`src/rtl/drt_pkg.sv`:
```
package drt_pkg;

    localparam int IDX_W       = 16;
    localparam int CNT_W       = 16;
    localparam int ADDR_W      = 40;
    localparam int DATA_W      = 64;
    localparam int RING_SEL_W  = 6;
    localparam int RING_LSB    = 3;
    localparam int REGION_LSB  = 26;
    localparam int REGION_W    = 3;
    localparam int REGION_POST = 5;
    localparam int CNT_LSB     = 16;
    localparam int GEN_BIT     = 32;

    typedef struct packed {
        logic [IDX_W-1:0] head;
        logic [IDX_W-1:0] tail;
        logic             hgen;
        logic             tgen;
        logic [CNT_W-1:0] done_cnt;
        logic             flush_seen;
    } slot_state_t;

    typedef struct packed {
        logic              valid;
        logic [DATA_W-1:0] data;
    } rd_state_t;

    function automatic logic region_hit(input logic [ADDR_W-1:0] a);
        return a[REGION_LSB +: REGION_W] == REGION_W'(REGION_POST);
    endfunction

endpackage

```
`src/rtl/drt_post_decode.sv`:
```
module drt_post_decode
    import drt_pkg::*;
#(
    parameter int NUM_RINGS = 4
) (
    input  logic                 wr_en,
    input  logic [ADDR_W-1:0]    wr_addr,
    input  logic [DATA_W-1:0]    wr_data,
    output logic [NUM_RINGS-1:0] post_vld,
    output logic [IDX_W-1:0]     post_idx,
    output logic [CNT_W-1:0]     post_cnt,
    output logic                 post_gen
);

    logic [RING_SEL_W-1:0] ring_sel;
    logic                  addr_ok;

    always_comb begin
        ring_sel = wr_addr[RING_LSB +: RING_SEL_W];
        addr_ok  = wr_en && region_hit(wr_addr);
        post_idx = wr_data[IDX_W-1:0];
        post_cnt = wr_data[CNT_LSB +: CNT_W];
        post_gen = wr_data[GEN_BIT];
    end

    for (genvar i = 0; i < NUM_RINGS; i++) begin : g_sel
        assign post_vld[i] = addr_ok && (ring_sel == RING_SEL_W'(i));
    end

endmodule

```
`src/rtl/drt_ring_slot.sv`:
```
module drt_ring_slot
    import drt_pkg::*;
#(
    parameter int LOG2 = 3
) (
    input  logic             clk,
    input  logic             rst,
    input  logic             post_vld,
    input  logic [IDX_W-1:0] post_idx,
    input  logic [CNT_W-1:0] post_cnt,
    input  logic             post_gen,
    input  logic             fetch_go,
    input  logic             done_hit,
    input  logic             flush_req,
    output logic [IDX_W-1:0] head,
    output logic [CNT_W-1:0] done_cnt,
    output logic             gen
);

    localparam logic [IDX_W:0]   SIZE = (IDX_W+1)'(1) << LOG2;
    localparam logic [IDX_W-1:0] MASK = IDX_W'(SIZE - 1'b1);

    slot_state_t st_d, st_q;

    logic [IDX_W-1:0] idx_m;
    logic [IDX_W:0]   sum;
    logic             oversize;
    logic             wrap;
    logic [IDX_W-1:0] tail_new;
    logic             pending;
    logic             clear;

    always_comb begin
        st_d     = st_q;
        idx_m    = post_idx & MASK;
        sum      = {1'b0, idx_m} + {1'b0, post_cnt};
        oversize = {1'b0, post_cnt} > SIZE;
        wrap     = sum >= SIZE;
        tail_new = wrap ? IDX_W'(sum - SIZE) : IDX_W'(sum);
        pending  = (st_q.head != st_q.tail) || (st_q.hgen != st_q.tgen);
        clear    = st_q.flush_seen && !flush_req;

        if (post_vld && !oversize) begin
            st_d.tail = tail_new;
            st_d.tgen = post_gen ^ wrap;
        end

        if (fetch_go && pending) begin
            if (st_q.head == MASK) begin
                st_d.head = '0;
                st_d.hgen = ~st_q.hgen;
            end else begin
                st_d.head = st_q.head + 1'b1;
            end
        end

        if (clear) begin
            st_d.done_cnt = '0;
        end else if (done_hit) begin
            st_d.done_cnt = st_q.done_cnt + 1'b1;
        end

        st_d.flush_seen = flush_req;
    end

    always_ff @(posedge clk) begin
        if (rst) begin
            st_q <= '0;
        end else begin
            st_q <= st_d;
        end
    end

    assign head     = st_q.head;
    assign done_cnt = st_q.done_cnt;
    assign gen      = st_q.hgen;

    // reset leaves every pointer and the count at zero
    a_r1_reset_clear: assert property (@(posedge clk)
        rst |=> (st_q.head == '0 && st_q.tail == '0 && st_q.done_cnt == '0));

    // no accepted post, no tail movement
    a_r2_tail_hold: assert property (@(posedge clk) disable iff (rst)
        !post_vld |=> $stable(st_q.tail) && $stable(st_q.tgen));

    // a count above the ring size is dropped
    a_r4_no_oversize: assert property (@(posedge clk) disable iff (rst)
        (post_vld && oversize) |=> $stable(st_q.tail));

    // head holds without a grant or with nothing to fetch
    a_r6_head_hold: assert property (@(posedge clk) disable iff (rst)
        (!fetch_go || !pending) |=> $stable(st_q.head) && $stable(st_q.hgen));

    // falling flush clears the count
    a_r9_flush_clear: assert property (@(posedge clk) disable iff (rst)
        (st_q.flush_seen && !flush_req) |=> (st_q.done_cnt == '0));

    // a completion without clear moves the count by one
    a_r8_count_step: assert property (@(posedge clk) disable iff (rst)
        (done_hit && !clear) |=> (st_q.done_cnt == $past(st_q.done_cnt) + 1'b1));

endmodule

```
`src/rtl/desc_ring_tracker.sv`:
```
module desc_ring_tracker
    import drt_pkg::*;
#(
    parameter int                     NUM_RINGS  = 4,
    parameter logic [NUM_RINGS*5-1:0] RING_LOG2S = {5'd1, 5'd4, 5'd2, 5'd3}
) (
    input  logic                  clk,
    input  logic                  rst,
    input  logic                  wr_en,
    input  logic [ADDR_W-1:0]     wr_addr,
    input  logic [DATA_W-1:0]     wr_data,
    input  logic                  rd_en,
    input  logic [ADDR_W-1:0]     rd_addr,
    output logic                  rd_valid,
    output logic [DATA_W-1:0]     rd_data,
    input  logic [NUM_RINGS-1:0]  fetch_go,
    input  logic                  done_valid,
    input  logic [RING_SEL_W-1:0] done_ring,
    input  logic [NUM_RINGS-1:0]  flush
);

    logic [NUM_RINGS-1:0] post_vld;
    logic [IDX_W-1:0]     post_idx;
    logic [CNT_W-1:0]     post_cnt;
    logic                 post_gen;

    logic [IDX_W-1:0] ring_head [NUM_RINGS];
    logic [CNT_W-1:0] ring_cnt  [NUM_RINGS];
    logic             ring_gen  [NUM_RINGS];
    logic [NUM_RINGS-1:0] done_hit;

    drt_post_decode #(.NUM_RINGS(NUM_RINGS)) i_dec (
        .wr_en   (wr_en),
        .wr_addr (wr_addr),
        .wr_data (wr_data),
        .post_vld(post_vld),
        .post_idx(post_idx),
        .post_cnt(post_cnt),
        .post_gen(post_gen)
    );

    for (genvar i = 0; i < NUM_RINGS; i++) begin : g_ring
        assign done_hit[i] = done_valid && (done_ring == RING_SEL_W'(i));

        drt_ring_slot #(.LOG2(int'(RING_LOG2S[i*5 +: 5]))) i_slot (
            .clk      (clk),
            .rst      (rst),
            .post_vld (post_vld[i]),
            .post_idx (post_idx),
            .post_cnt (post_cnt),
            .post_gen (post_gen),
            .fetch_go (fetch_go[i]),
            .done_hit (done_hit[i]),
            .flush_req(flush[i]),
            .head     (ring_head[i]),
            .done_cnt (ring_cnt[i]),
            .gen      (ring_gen[i])
        );
    end

    rd_state_t             rd_d, rd_q;
    logic [RING_SEL_W-1:0] rd_sel;
    logic                  rd_ok;

    always_comb begin
        rd_sel     = rd_addr[RING_LSB +: RING_SEL_W];
        rd_ok      = region_hit(rd_addr);
        rd_d.valid = rd_en;
        rd_d.data  = '0;
        for (int i = 0; i < NUM_RINGS; i++) begin
            if (rd_en && rd_ok && rd_sel == RING_SEL_W'(i)) begin
                rd_d.data[IDX_W-1:0]         = ring_head[i];
                rd_d.data[CNT_LSB +: CNT_W]  = ring_cnt[i];
                rd_d.data[GEN_BIT]           = ring_gen[i];
            end
        end
    end

    always_ff @(posedge clk) begin
        if (rst) begin
            rd_q <= '0;
        end else begin
            rd_q <= rd_d;
        end
    end

    assign rd_valid = rd_q.valid;
    assign rd_data  = rd_q.data;

    // every load is answered on the next cycle
    a_r7_rd_valid: assert property (@(posedge clk) disable iff (rst)
        rd_en |=> rd_valid);

    // unused reply bits stay zero
    a_r7_rd_upper_zero: assert property (@(posedge clk) disable iff (rst)
        rd_valid |-> (rd_data[DATA_W-1:GEN_BIT+1] == '0));

    // a load outside the post region reads zero
    a_r2_bad_region_zero: assert property (@(posedge clk) disable iff (rst)
        (rd_en && !region_hit(rd_addr)) |=> (rd_data == '0));

endmodule

```
`config.mk`:
```
export PLATFORM = sky130hd
export DESIGN_NAME = desc_ring_tracker
export DESIGN_NICKNAME = d
export VERILOG_FILES = /design/src/rtl/drt_pkg.sv /design/src/rtl/drt_post_decode.sv /design/src/rtl/drt_ring_slot.sv /design/src/rtl/desc_ring_tracker.sv
export SDC_FILE = /design/constraint.sdc
export NUM_CORES = 1
export LEC_CHECK = 0
export ABC_AREA = 1
export BUFFER_PORTS_ARGS = -buffer_cell sky130_fd_sc_hd__buf_2
export CAP_MARGIN = 40
export CORE_ASPECT_RATIO = 0.6
export CORE_MARGIN = 10
export CORE_UTILIZATION = 45
export CTS_BUF_LIST = sky130_fd_sc_hd__clkbuf_16
export CTS_CLUSTER_DIAMETER = 200
export DETAILED_ROUTE_END_ITERATION = 12
export PLACE_DENSITY = 0.66
export REMOVE_ABC_BUFFERS = 1
export SYNTH_ARGS = -nofsm -noshare
export SYNTH_HDL_FRONTEND = slang
export SYNTH_SLANG_ARGS = --single-unit
```
`constraint.sdc`:
```
create_clock -name clk -period 2.66 [get_ports clk]
set_input_delay 0.266 -clock clk [delete_from_list [all_inputs] [get_ports clk]]
set_output_delay 0.266 -clock clk [all_outputs]
set_load 0.1 [all_outputs]
```
# Yosys cells after proc, flatten, opt, wreduce, memory -nomap -nowiden

Cells that the tools add are included.

Register bits: 269
Latch bits: 0
Bits in writable memories: 0
Memory bits (read-only): 0
Input bits: 163
Output and inout port bits: 65
Logic and storage cells: 143
Memories: 0

Add/subtract/negate cells: 16
Multiply operators: 0
Div/mod/pow operators: 0
Order comparisons: 8
Equality and inequality tests: 23
Shift-type cells: 0
Mux-type cells: 12
Bitwise logic cells: 8
Reductions and logical operators: 49

Operators with widths:

| kind                                                                                 | number |
|---|---|
| 33-bit two-way mux                                                                   | 4 |
| 16-bit by 1-bit adder with 16-bit output, second input constant                      | 8 |
| 16-bit two-way mux                                                                   | 8 |
| 16-bit inequality test                                                               | 4 |
| 6-bit by 2-bit == test with 1-bit output, second input constant                      | 6 |
| 1-bit logical AND                                                                    | 26 |
| 6-bit by 1-bit == test with 1-bit output, second input constant                      | 3 |
| 6-bit logical NOT                                                                    | 3 |
| 1-bit by 16-bit adder with 17-bit output                                             | 1 |
| 2-bit by 16-bit adder with 17-bit output                                             | 1 |
| 3-bit by 16-bit adder with 17-bit output                                             | 1 |
| 4-bit by 16-bit adder with 17-bit output                                             | 1 |
| 17-bit by 2-bit greater-or-equal comparator with 1-bit output, second input constant | 1 |
| 17-bit by 3-bit greater-or-equal comparator with 1-bit output, second input constant | 1 |
| 17-bit by 4-bit greater-or-equal comparator with 1-bit output, second input constant | 1 |
| 17-bit by 5-bit greater-or-equal comparator with 1-bit output, second input constant | 1 |
| 16-bit by 1-bit == test with 1-bit output, second input constant                     | 1 |
| 16-bit by 2-bit == test with 1-bit output, second input constant                     | 1 |
| 16-bit by 3-bit == test with 1-bit output, second input constant                     | 1 |
| 16-bit by 4-bit == test with 1-bit output, second input constant                     | 1 |
| 16-bit by 2-bit > comparator with 1-bit output, second input constant                | 1 |
| 16-bit by 3-bit > comparator with 1-bit output, second input constant                | 1 |
| 16-bit by 4-bit > comparator with 1-bit output, second input constant                | 1 |
| 16-bit by 5-bit > comparator with 1-bit output, second input constant                | 1 |
| other kinds (12)                                                                     | 38 |

# Longest topological paths before layout

Gate-level depths: netlist of the first run.

Depth after elaboration: 7
Depth in mapped cells: 20
Depth with buffers taken out: 19

# Cells and area by module

From an unflattened synthesis of the first run, not the netlist that was laid out.

Cells, all modules: 2723
Area, all modules: 17524.3 sq um

Modules (own cells, without submodules):

| module                           | times used | cells each | area an instance (sq um) | seq. area each (sq um) |
|---|---|---|---|---|
| drt_ring_slot (g_ring[3].i_slot) | 1          | 619        | 3856.2                   | 1021.0 |
| drt_ring_slot (g_ring[0].i_slot) | 1          | 564        | 3709.8                   | 1021.0 |
| drt_ring_slot (g_ring[1].i_slot) | 1          | 574        | 3658.5                   | 1021.0 |
| drt_ring_slot (g_ring[2].i_slot) | 1          | 514        | 3449.6                   | 1021.0 |
| desc_ring_tracker                | 1          | 397        | 2512.4                   | 680.7 |
| drt_post_decode                  | 1          | 55         | 337.8                    | 0.0 |

# Worst setup path after synthesis of the first run

Ideal clock, no wire load.

Path type: input to register
From: in wr_data[0]
To: reg g_ring[0].i_slot.st_q[22] in the netlist's numbering
Library setup time: 0.109 ns
Arrival time: 2.339 ns
Required time: 2.551 ns
Path slack: 0.212 ns
Cell stages on the path: 19
Buffers on the path: 1
Cell sequence: ha_1 -> buf_2 -> inv_1 -> fa_1 -> inv_2 -> nand3_1 -> nand2_2 -> nand2_1 -> nand2_1 -> ha_1 -> nand3_1 -> nor2_1 -> nand2_1 -> nor2_4 -> nand2_2 -> nand2_1 -> nand3_1 -> nand2_1 -> inv_1

Longest elaborated chain between the ends: 3
Elaborated cells on any way between the ends: 4
Classes of those cells: 2 x add/sub; 1 x order compare; 1 x mux

Ends and longest elaborated chain:

| what                                                                                                                                  | line                                     | source |
|---|---|---|
| start: declaration                                                                                                                    | desc_ring_tracker.sv:11                  | `input logic [DATA_W-1:0] wr_data,` |
| 3-bit by 16-bit adder with 17-bit output *                                                                                            | drt_ring_slot.sv:36                      | `sum = {1'b0, idx_m} + {1'b0, post_cnt};` |
| 16-bit by 4-bit subtractor with 16-bit output / 17-bit by 4-bit greater-or-equal comparator with 1-bit output (equally long branches) | drt_ring_slot.sv:39, drt_ring_slot.sv:38 |  |
| 16-bit two-way mux *                                                                                                                  | drt_ring_slot.sv:39                      | `tail_new = wrap ? IDX_W'(sum - SIZE) : IDX_W'(sum);` |
| end signal: assignment                                                                                                                | drt_ring_slot.sv:70                      | `st_q <= st_d;` |
| end: declaration                                                                                                                      | drt_ring_slot.sv:23                      | `slot_state_t st_d, st_q;` |

Every way passes the cells marked *; elsewhere a longest branch is shown, timed or not.
A chain may end at the register's enable or synchronous reset.

# Worst setup path in the final report of the first run

From: in rd_en
To: reg rd_q (netlist bit rd_data[3])

Longest elaborated chain between the ends: 6
Elaborated cells on any way between the ends: 9
Classes of those cells: 4 x mux; 5 x reduce/logical

Ends and longest elaborated chain:

| what                             | line                    | source |
|---|---|---|
| start: declaration               | desc_ring_tracker.sv:12 | `input logic rd_en,` |
| 1-bit logical AND *              | desc_ring_tracker.sv:71 | `if (rd_en && rd_ok && rd_sel == RING_SEL_W'(i)) begin` |
| 1-bit logical AND                | desc_ring_tracker.sv:71 |  |
| 33-bit two-way mux (3 in series) | desc_ring_tracker.sv:71 |  |
| 33-bit two-way mux *             | desc_ring_tracker.sv:71 |  |
| end signal: assignment           | desc_ring_tracker.sv:83 | `rd_q <= rd_d;` |
| end: declaration                 | desc_ring_tracker.sv:61 | `rd_state_t rd_d, rd_q;` |

Marked as above.

==> results of run 1 <==
report_power, final:
part | switching, mW | internal (mW)
sequential | 0.0283 | 3.59
combinational | 0.818 | 0.267
clock | 1.44 | 1.73
total | 2.28 | 5.59
synth_stat cells, drive strengths merged (5+ instances only):
| master | instances |
|---|---|
| nand2 | 501 |
| nor2 | 257 |
| dfxtp | 238 |
| inv | 231 |
| nand3 | 207 |
| a21oi | 172 |
| o21ai | 104 |
| nand4 | 82 |
| nor3 | 82 |
| buf | 71 |
| xor2 | 68 |
| clkbuf | 58 |
| xnor2 | 37 |
| o211ai | 30 |
| or2 | 19 |
| ha | 18 |
| nor4 | 18 |
| o221ai | 15 |
| a211oi | 8 |
| nor3b | 7 |
| clkinv | 5 |
worst max path at each step:
stage,from,to,slack [ps]
after floorplan,wr_data[0],g_ring[0].i_slot.st_q[22]$_SDFFE_PP0P_,110
after global placement,wr_data[16],g_ring[1].i_slot.st_q[30]$_SDFFE_PP0P_,70
after detailed placement,wr_data[16],g_ring[2].i_slot.st_q[17]$_SDFFE_PP0P_,40
after CTS,rd_en,rd_data[0]$_SDFF_PP0_,410
after global routing,rd_en,rd_data[0]$_SDFF_PP0_,100
final,rd_en,rd_data[3]$_SDFF_PP0_,230
layout make-up:
cell class / count / area, µm²
timing repair buffer: 159 / 993.5
fill: 3251 / 15960
clock inverter: 19 / 117.6
clock buffer: 24 / 600.6
tap: 424 / 530.5
inverter: 236 / 885.9
multi-input combinational: 1668 / 8501
sequential: 238 / 4765
worst reg2reg max path: cells and delay by family (launching register included):
kind | cells | cell delay, ps
DFF | 1 | 550
and+or+nand+nor | 8 | 1170
xor gates and xnor gates | 1 | 160
buffers and inverters | 2 | 350
routing by layer:
layer  part of all wire (%)  GRT usage, %  routed length, µm  vias up
met2                     36         29.56              17790      850
met3                     16         9.807               7809       64
met4                    1.3         3.416                658        0
li1                       -             -                  -     7501
met5                      0             0                  0        -
met1                     48         36.85              23820     7158
sequential cells by signal, summed over array words and instances, names as in the netlist:
signal	count
g_ring.i_slot.st_q	72
g_ring.i_slot.done_cnt	64
g_ring.i_slot.head	64
rd_data	33
g_ring.i_slot.gen	4
rd_valid	1
cells by family after synthesis:
family                     Yosys count
AOI/OAI and AO/OA                  336
xor gates and xnor gates           105
adders and majority gates           19
buffers and inverters              365
DFF                                238
other                                1
and+or+nand+nor                   1177
through the flow:
step           setup slack [ps]  utilization, %  area, µm²
6_report                  235.0           50.67      16390
5_1_grt                   102.3           50.67      16390
4_1_cts                   413.0           50.67      16390
3_5_place_dp              42.62           48.30      15630
3_3_place_gp              68.25           48.30      15630
2_1_floorplan             111.3               -      14150
==> reports/qor.yml, run 1 <==
finalCritPeriodShare_pct: 91.17
start_util_pct: 45.57
vias_per_cell: 5.626
max_stage_delay_ps: 530
synth_flop_cell: "dfxtp_1"
cts_hold_buf: 5
grt_use_total_pct: 23.83
rsz0062_at_grt: "false"
power_mw: 7.870
synth_top_area_cell: "dfxtp_1"
rrSetupSlack_ps: 340
io_buffers: 91
placed_cells: 2720
min_period_ps: 2425
worstPathCellList: "dlygate4sd3_1 > buf_2 > nand2_1 > nor3_2 > nor3b_1 > and2_1 > nand3_1 > o211ai_1 > o21ai_0 > buf_4 > a21oi_1"
final_nets: 2509
min_path_cells: 2
report.final.setup_viol: 0
hold_ws_ps: 133.1
synthSimpleGateAreaFrac_pct: 36.24
reg2reg_from: "g_ring[1].i_slot.head[14]$_SDFFE_PP0P_"
synth_fa_ha_area_share_pct: 1.664
gp_routability_congestion: 1.063
synthArstFlopShare_pct: 0
cts_resized: 0
first_iter_violations: 2046
htreeDepth: 1
synth_compound_area_share_pct: 12.73
cts_made_buffers: 24
yosysSeqAreaShare_pct: 32.32
syn_area_per_cell_um2: 6.578
layoutNonFillerInstCount: 2768
critPathSlowestCell: "dlygate4sd3_1"
fin_tns_setup_ps: 0
drv_slew: 0
netlist_area_um2: 14740
synth_warnings: 0
slew_headroom_pct: 57.71
cts.sinks: 238
end_kind: "flop"
hold_viol_final: 0
final_common_cell: "nand2_1"
die_area_um2: 40640
ys_types: 48
drtPass1Iterations: 6
boundaryPins: 228
clock_latency_ps: 550
dieWidth_um: 253.7
clk_pin_slew_ps: 60
postCtsSetupRepairBufs: 0
final_cell_mix: "nand2_1 (483), dfxtp_1 (238), nor2_1 (232)"
synth_top_family_by_area: "simple AND/OR/NAND/NOR gates"
synthCells: 2241
synth-edff-count: 0
synth-xor-area-share_pct: 6.238
start_kind: "primary input"
drive_gt1_share_pct: 11.77
num_rows: 51
drc: 0
syn2layout_area_growth_pct: 11.20
critical_path_buf_inv_count: 3
path_depth: 11
hold-path-endpoint: "g_ring[2].i_slot.st_q[0]$_SDFF_PP0_"
hold_class: "in -> reg"
grt_max_degree: 37
ff2ff_path_depth: 11
antenna_found_initial: 0
via_count: 15573
ys_ff_latch: 238
place_hpwl_mm: 39.21
grt_pass1_wl_mm: 77.97
grt_pass1_vias: 13990
p_leak_nw: 6.798
critPathKind: "in -> reg"
synth_mux_area_share_pct: 0
vdd_drop_max_uv: 380.4
worst_r2r_endpoint: "g_ring[1].i_slot.head[2]$_SDFFE_PP0P_"
cp.arrival_ps: 2880
wire_per_inst_um: 18.09
die_height_um: 160.2
powerDensity_nw_per_um2: 480.1
max_freq_mhz: 412.4
diodes: 0
wl_mm: 50.08
hp-start: "rst"
max_cap_viol_count: 0
worstPathRequired_ps: 3120
core_um2: 32350
yosys-top-cells-area: "dfxtp_1 (32%), nand2_1 (12%), nand3_1 (7.0%)"
overflow: 0
clockRootBuffer: "clkbuf_16"
fin_skew_ps: 31.21
cts_tree: "built"
cts.path.max_buffers: 3
path_delay_family: "simple AND/OR/NAND/NOR gates"
synth_top_area_share_pct: 32.32
outcome: "finished, final reports clean"
antenna_left: 0
cp_max_fo: 11
tightestPinTransition_ps: 629.4
No activity file was read; power rests on OpenSTA's default activity.
==> run 2, diff against run 1 <==
clock period = 2.9 ns   (was 2.66 ns; I/O delays follow)
==> reports/qor.yml, run 2 (synthesis results as in run 1) <==
drtPass1Iterations: 9  # +3
boundaryPins: 228  # unchanged
cts_made_buffers: 23  # -4.2%
powerDensity_nw_per_um2: 448.5  # -6.6%
num_rows: 51  # unchanged
largest-register: "g_ring.i_slot.st_q"
final_nets: 2489  # -0.80%
hold_viol_final: 0  # unchanged
finalCritPeriodShare_pct: 89.09
cp.arrival_ps: 3010  # +130 ps
cts_tree: "built"
fin_ws_ps: 316.3  # +81.27 ps
power_mw: 7.296  # -7.3%
vdd_drop_max_uv: 376.2  # -1.1%
max_freq_mhz: 387.0
clock_latency_ps: 530  # -20 ps
power.internal_mw: 5.218  # -6.6%
pre_cts_slack_ps: 115.2  # +72.55 ps
antenna_left: 0  # unchanged
rsz0062_at_grt: "false"
place_hpwl_mm: 39.04  # -0.43%
hold_ws_ps: 19.44  # -113.7 ps
critPathKind: "in -> reg"
slew_headroom_pct: 58.34  # +0.62 points
cts.path.max_buffers: 3  # unchanged
final_cell_mix: "nand2_1 (483), dfxtp_1 (238), nor2_1 (232)"
postCtsSetupRepairBufs: 0  # unchanged
core_um2: 32350  # unchanged
vias_per_cell: 5.641  # +0.26%
grt_pass1_vias: 14043  # +0.38%
end_kind: "flop"
tightestPinTransition_ps: 620.2  # -9.288 ps
antenna_found_initial: 2  # +2
path_delay_family: "simple AND/OR/NAND/NOR gates"
die_height_um: 160.2  # unchanged
seqPwrFrac_pct: 45.5  # -0.4 points
die_area_um2: 40640  # unchanged
overflow: 0  # unchanged
dieWidth_um: 253.7  # unchanged
cts.sinks: 238  # unchanged
hold_class: "in -> reg"
final_common_cell: "nand2_1"
via_count: 15501  # -0.46%
syn2layout_area_growth_pct: 10.36
min_period_ps: 2584
start_util_pct: 45.57  # unchanged
switching_share_pct: 28.48  # -0.54 points
grt_max_degree: 41  # +11%
critical_path_buf_inv_count: 2  # -1
outcome: "finished, final reports clean"
power.share.clock_pct: 41.4  # +1.1 points
gp_routability_congestion: 1.069  # +0.61%
wl_mm: 49.97  # -0.22%
largest_reg_flops: 72  # unchanged
drc: 0  # unchanged
p_comb_share_pct: 13.2  # -0.6 points
max_stage_delay_ps: 560  # +30 ps
worstPathCellList: "dlygate4sd3_1 > buf_2 > nand2_1 > nor3_2 > nor3b_1 > and2_1 > nand3_1 > o211ai_1 > o21ai_0 > a21oi_1"
grt_pass1_wl_mm: 77.95  # about the same
num-fill-cells: 3233  # -0.55%
first_iter_violations: 2245  # +9.7%
start_kind: "primary input"
drive_gt1_share_pct: 11.24  # -0.53 points
fin_tns_setup_ps: 0  # unchanged
drv_slew: 0  # unchanged
io_buffers: 91  # unchanged
cp_max_fo: 18  # +7
worstPathRequired_ps: 3330  # +210 ps
htreeDepth: 1  # unchanged
critPathSlowestCell: "and2_1"
clockRootBuffer: "clkbuf_16"
grt_use_total_pct: 23.87  # +0.032 points
p_leak_nw: 6.708  # -1.3%
fin_skew_ps: 12.77  # -18.43 ps
clk_pin_slew_ps: 60  # about the same
cts_resized: 0  # unchanged
report.final.setup_viol: 0  # unchanged
power_switching_mw: 2.078  # -9.0%
max_cap_viol_count: 0  # unchanged
wire_per_inst_um: 18.18  # +0.51%
-- run 2: cell count changes in the layout (fill, tap and decap cells not counted), moves of 2 or more --
cell and delta:
buf_4 -18, bufinv_16 +2, clkinv_1 -2, clkinv_2 +4, diode_2 +2, inv_1 -4
-- run 2: tightest hold or removal path: stages --
cell,delay (ps)
buf_2,100
inv_1,60
nor2_1,50
-- run 2: what timing repair did --
action | in CTS | in global routing
hold buffers | 4 | 0
endpoints found under the setup margin | 0 | 0
hold endpoints to repair | 4 | 0
-- run 2: cell type report --
type	count	area, µm²	area share [%]
Sequential cell	238	4765	29.29
Inverter	236	885.9	5.445
Clock inverter	17	151.4	0.9306
Antenna cell	2	5.005	0.03076
Multi-Input combinational cell	1668	8501	52.25
Timing Repair Buffer	140	855.8	5.260
Tap cell	424	530.5	3.261
Clock buffer	23	575.6	3.538
-- run 2: per-layer routing --
layer,GRT usage [%],share of wire (%)
met1,36.88,47
met4,3.470,1.3
met5,0,0.11
met3,9.710,16
met2,29.70,36
-- run 2: path summary, 6_finish.rpt --
path	startpoint	endpoint	slack (ps)	depth (start not counted)
worst min register to register	g_ring[2].i_slot.st_q[31]$_SDFFE_PP0P_	g_ring[2].i_slot.st_q[31]$_SDFFE_PP0P_	460	2
worst max register to register	g_ring[2].i_slot.head[4]$_SDFFE_PP0P_	g_ring[2].i_slot.head[4]$_SDFFE_PP0P_	550	12
worst max-delay path	rd_en	rd_data[6]$_SDFF_PP0_	320	10
worst min-delay path	flush[3]	g_ring[3].i_slot.st_q[0]$_SDFF_PP0_	20	3
-- run 2: through the flow --
stage / utilization (%) / instance area, µm² / instances
global route: 50.27 / 16260 / 2746
floorplan: - / 14150 / 2142
finish: 50.29 / 16270 / 2748
detailed placement: 47.90 / 15500 / 2702
CTS: 50.27 / 16260 / 2746
global placement: 47.82 / 15470 / 2701
-- run 2: power by group through the flow --
stage,Clock (mW),Combinational [mW],Sequential [mW]
after global routing,3.17,1.03,3.32
after detailed placement,0,0.920,3.39
after CTS,3.05,0.928,3.32
after global placement,0,0.905,3.39
after floorplan,0,0.596,3.39
final,3.02,0.960,3.32
==> run 3, diff against run 2 <==
ABC_AREA = 0   (was 1)
==> reports/qor.yml, run 3 <==
ys_types: 78  # +63%
syn_area_per_cell_um2: 8.200  # +25%
overflow: 0  # unchanged
worst_r2r_endpoint: "g_ring[1].i_slot.head[14]$_SDFFE_PP0P_"
slew_headroom_pct: 46.33  # -12 points
die_area_um2: 36260  # -11%
first_iter_violations: 1402  # -38%
yosys-top-cells-area: "dfxtp_1 (37%), xor2_1 (7.0%), nor2_1 (6.4%)"
min_period_ps: 2532  # -52.13 ps
die_height_um: 151.6  # -5.4%
final_core_util_pct: 51.22  # +0.93 points
worstPathRequired_ps: 3370  # +40 ps
drc: 0  # unchanged
worstPathCellList: "xnor2_1 > nand4_1 > nor4_2 > a211oi_2 > and4_1 > or2_1 > o21ba_2"
synth_top_area_share_pct: 36.71  # +4.4 points
powerDensity_nw_per_um2: 475.7  # +6.1%
synthArstFlopShare_pct: 0  # unchanged
max_cap_viol_count: 0  # unchanged
max_freq_mhz: 395.0  # +2.1%
wire_per_inst_um: 18.23  # +0.26%
hold_viol_final: 0  # unchanged
fin_skew_ps: 8.659  # -4.116 ps
largest_reg_flops: 72  # unchanged
vias_per_cell: 5.674  # +0.60%
htreeDepth: 1  # unchanged
num-fill-cells: 2741  # -15%
start_kind: "flop"
max_stage_delay_ps: 560  # about the same
rsz0062_at_grt: "false"
grt_use_total_pct: 19.86  # -4.0 points
cts.sinks: 238  # unchanged
min_path_cells: 3  # unchanged
wl_mm: 37.46  # -25%
via_count: 11661  # -25%
vdd_drop_max_uv: 315.0  # -16%
ff2ff_path_depth: 7  # -5
cts_made_buffers: 22  # -4.3%
clk_pin_slew_ps: 70  # about the same
io_buffers: 91  # unchanged
cts.path.max_buffers: 3  # unchanged
synthTopCellsByCount: "dfxtp_1 (238), nor2_1 (222), nand2_1 (124), xor2_1 (104), xnor2_1 (83)"
drv_slew: 0  # unchanged
rrSetupSlack_ps: 370  # -180 ps
p_leak_nw: 5.823  # -13%
final_common_cell: "dfxtp_1"
pre_cts_slack_ps: -67.42  # -182.6 ps
critical_path_buf_inv_count: 0  # -2
critPathSlowestCell: "dfxtp_1"
outcome: "finished, final reports clean"
drive_gt1_share_pct: 12.86  # +1.6 points
yosysMostFrequentCell: "dfxtp_1"
path_delay_family: "simple AND/OR/NAND/NOR gates"
report.final.setup_viol: 0  # unchanged
hold-path-endpoint: "g_ring[1].i_slot.st_q[17]$_SDFFE_PP0P_"
tightestPinTransition_ps: 799.0  # +178.8 ps
diodes: 0  # -2
grt_max_degree: 36  # -12%
fin_ws_ps: 368.4  # +52.13 ps
num_rows: 48  # -5.9%
place_hpwl_mm: 27.78  # -29%
antenna_found_initial: 0  # -2
final_nets: 1847  # -26%
reg2reg_from: "g_ring[1].i_slot.head[2]$_SDFFE_PP0P_"
clockRootBuffer: "clkbuf_16"
cp_max_fo: 16  # -2
syn2layout_area_growth_pct: 12.80
netlist_area_um2: 12980  # -12%
ff_latch_area_um2: 4765  # unchanged
hold_class: "in -> reg"
placed_cells: 2011  # -26%
drtPass1Iterations: 5  # -4
ys_ff_latch: 238  # unchanged
core_um2: 28590  # -12%
cp.arrival_ps: 3000  # about the same
gp_routability_congestion: 0.9543  # -11%
synth_warnings: 0  # unchanged
layoutNonFillerInstCount: 2055  # -25%
end_kind: "flop"
start_util_pct: 45.40  # -0.16 points
final_cell_mix: "dfxtp_1 (238), nor2_1 (221), nand2_1 (124)"
clock_latency_ps: 520  # about the same
postCtsSetupRepairBufs: 0  # unchanged
dieWidth_um: 239.3  # -5.7%
multiInputGateArea_um2: 7551  # -11%
synth_top_area_cell: "dfxtp_1"
yosysSeqAreaShare_pct: 36.71  # +4.4 points
critPathLaunch: "g_ring[1].i_slot.head[2]$_SDFFE_PP0P_"
boundaryPins: 228  # unchanged
antenna_left: 0  # unchanged
synth_flop_cell: "dfxtp_1"
finalCritPeriodShare_pct: 87.30  # -1.8 points
grt_pass1_wl_mm: 58.06  # -26%
critPathKind: "reg -> reg"
synthCells: 1583  # -29%
synth-edff-count: 0  # unchanged
cts_tree: "built"
hp-start: "wr_data[32]"
grt_pass1_vias: 10570  # -25%
largest-register: "g_ring.i_slot.st_q"
-- run 3: logic make-up (layout without fill, tap and decap cells) --
family / after synthesis / after routing / share of synthesized area [%]
AND/OR/NAND/NOR: 668 / 668 / 26.08
multiplexers: 50 / 50 / 3.875
buffers and inverters: 167 / 234 / 6.063
XOR/XNOR: 187 / 187 / 12.62
flip-flops: 238 / 238 / 36.71
other: 1 / 31 / 0.02889
adder cells (fa/ha/maj): 19 / 19 / 1.889
AO/OA/AOI/OAI: 253 / 253 / 12.73
-- run 3: power by group --
part / total [mW] / internal [mW] / switching, mW
clock: 2.98 / 1.70 / 1.28
sequential: 3.27 / 3.27 / 0.00125
combinational: 0.714 / 0.191 / 0.523
total: 6.96 / 5.16 / 1.80
-- run 3: metal layers --
metal	global-route usage, %	share of wire [%]
met2	27.39	39
met3	5.744	11
met1	30.07	48
met5	0	0
met4	2.662	1.3
-- run 3: repair_timing --
| action | CTS | global route |
|---|---|---|
| hold buffers | 5 | 0 |
| endpoints found under the hold margin | 5 | 0 |
| gates resized for setup | 0 | 0 |
-- run 3: how the worst max path moves through the flow --
| stage | end | slack, ps | depth (start not counted) |
|---|---|---|---|
| 3_5_place_dp | g_ring[1].i_slot.st_q[29]$_SDFFE_PP0P_ | -70 | 11 |
| 2_1_floorplan | rd_data[0]$_SDFF_PP0_ | -180 | 5 |
| 3_3_place_gp | g_ring[0].i_slot.st_q[34]$_SDFFE_PP0P_ | 5 | 11 |
| 6_report | g_ring[1].i_slot.head[14]$_SDFFE_PP0P_ | 370 | 7 |
| 4_1_cts | g_ring[1].i_slot.head[14]$_SDFFE_PP0P_ | 430 | 7 |
| 5_1_grt | g_ring[0].i_slot.st_q[24]$_SDFFE_PP0P_ | 210 | 12 |
-- run 3: stage by stage --
step	instance area (µm²)	hold WS [ps]	setup TNS (ps)	total power, mW
2_1_floorplan	12450	356.7	-5985	3.758
3_3_place_gp	13860	452.8	0	4.028
3_5_place_dp	13860	460.3	-670.8	4.035
4_1_cts	14640	115.1	0	6.998
5_1_grt	14640	144.9	0	7.177
6_report	14640	147.3	0	6.964
-- run 3: final cells by class --
| class | instances | area share [%] |
|---|---|---|
| multi-input cells | 1208 | 51.57 |
| flip-flops and latches | 238 | 32.54 |
| repair buffers | 156 | 6.717 |
| clock buffers | 23 | 3.931 |
| well taps | 375 | 3.205 |
| clock inverters | 16 | 1.034 |
| inverters | 39 | 0.9998 |
-- run 3: tightest hold or removal path, delay by kind of cell --
kind / cells / cell delay [ps]
compound gates: 1 / 70
buf+inv: 2 / 250
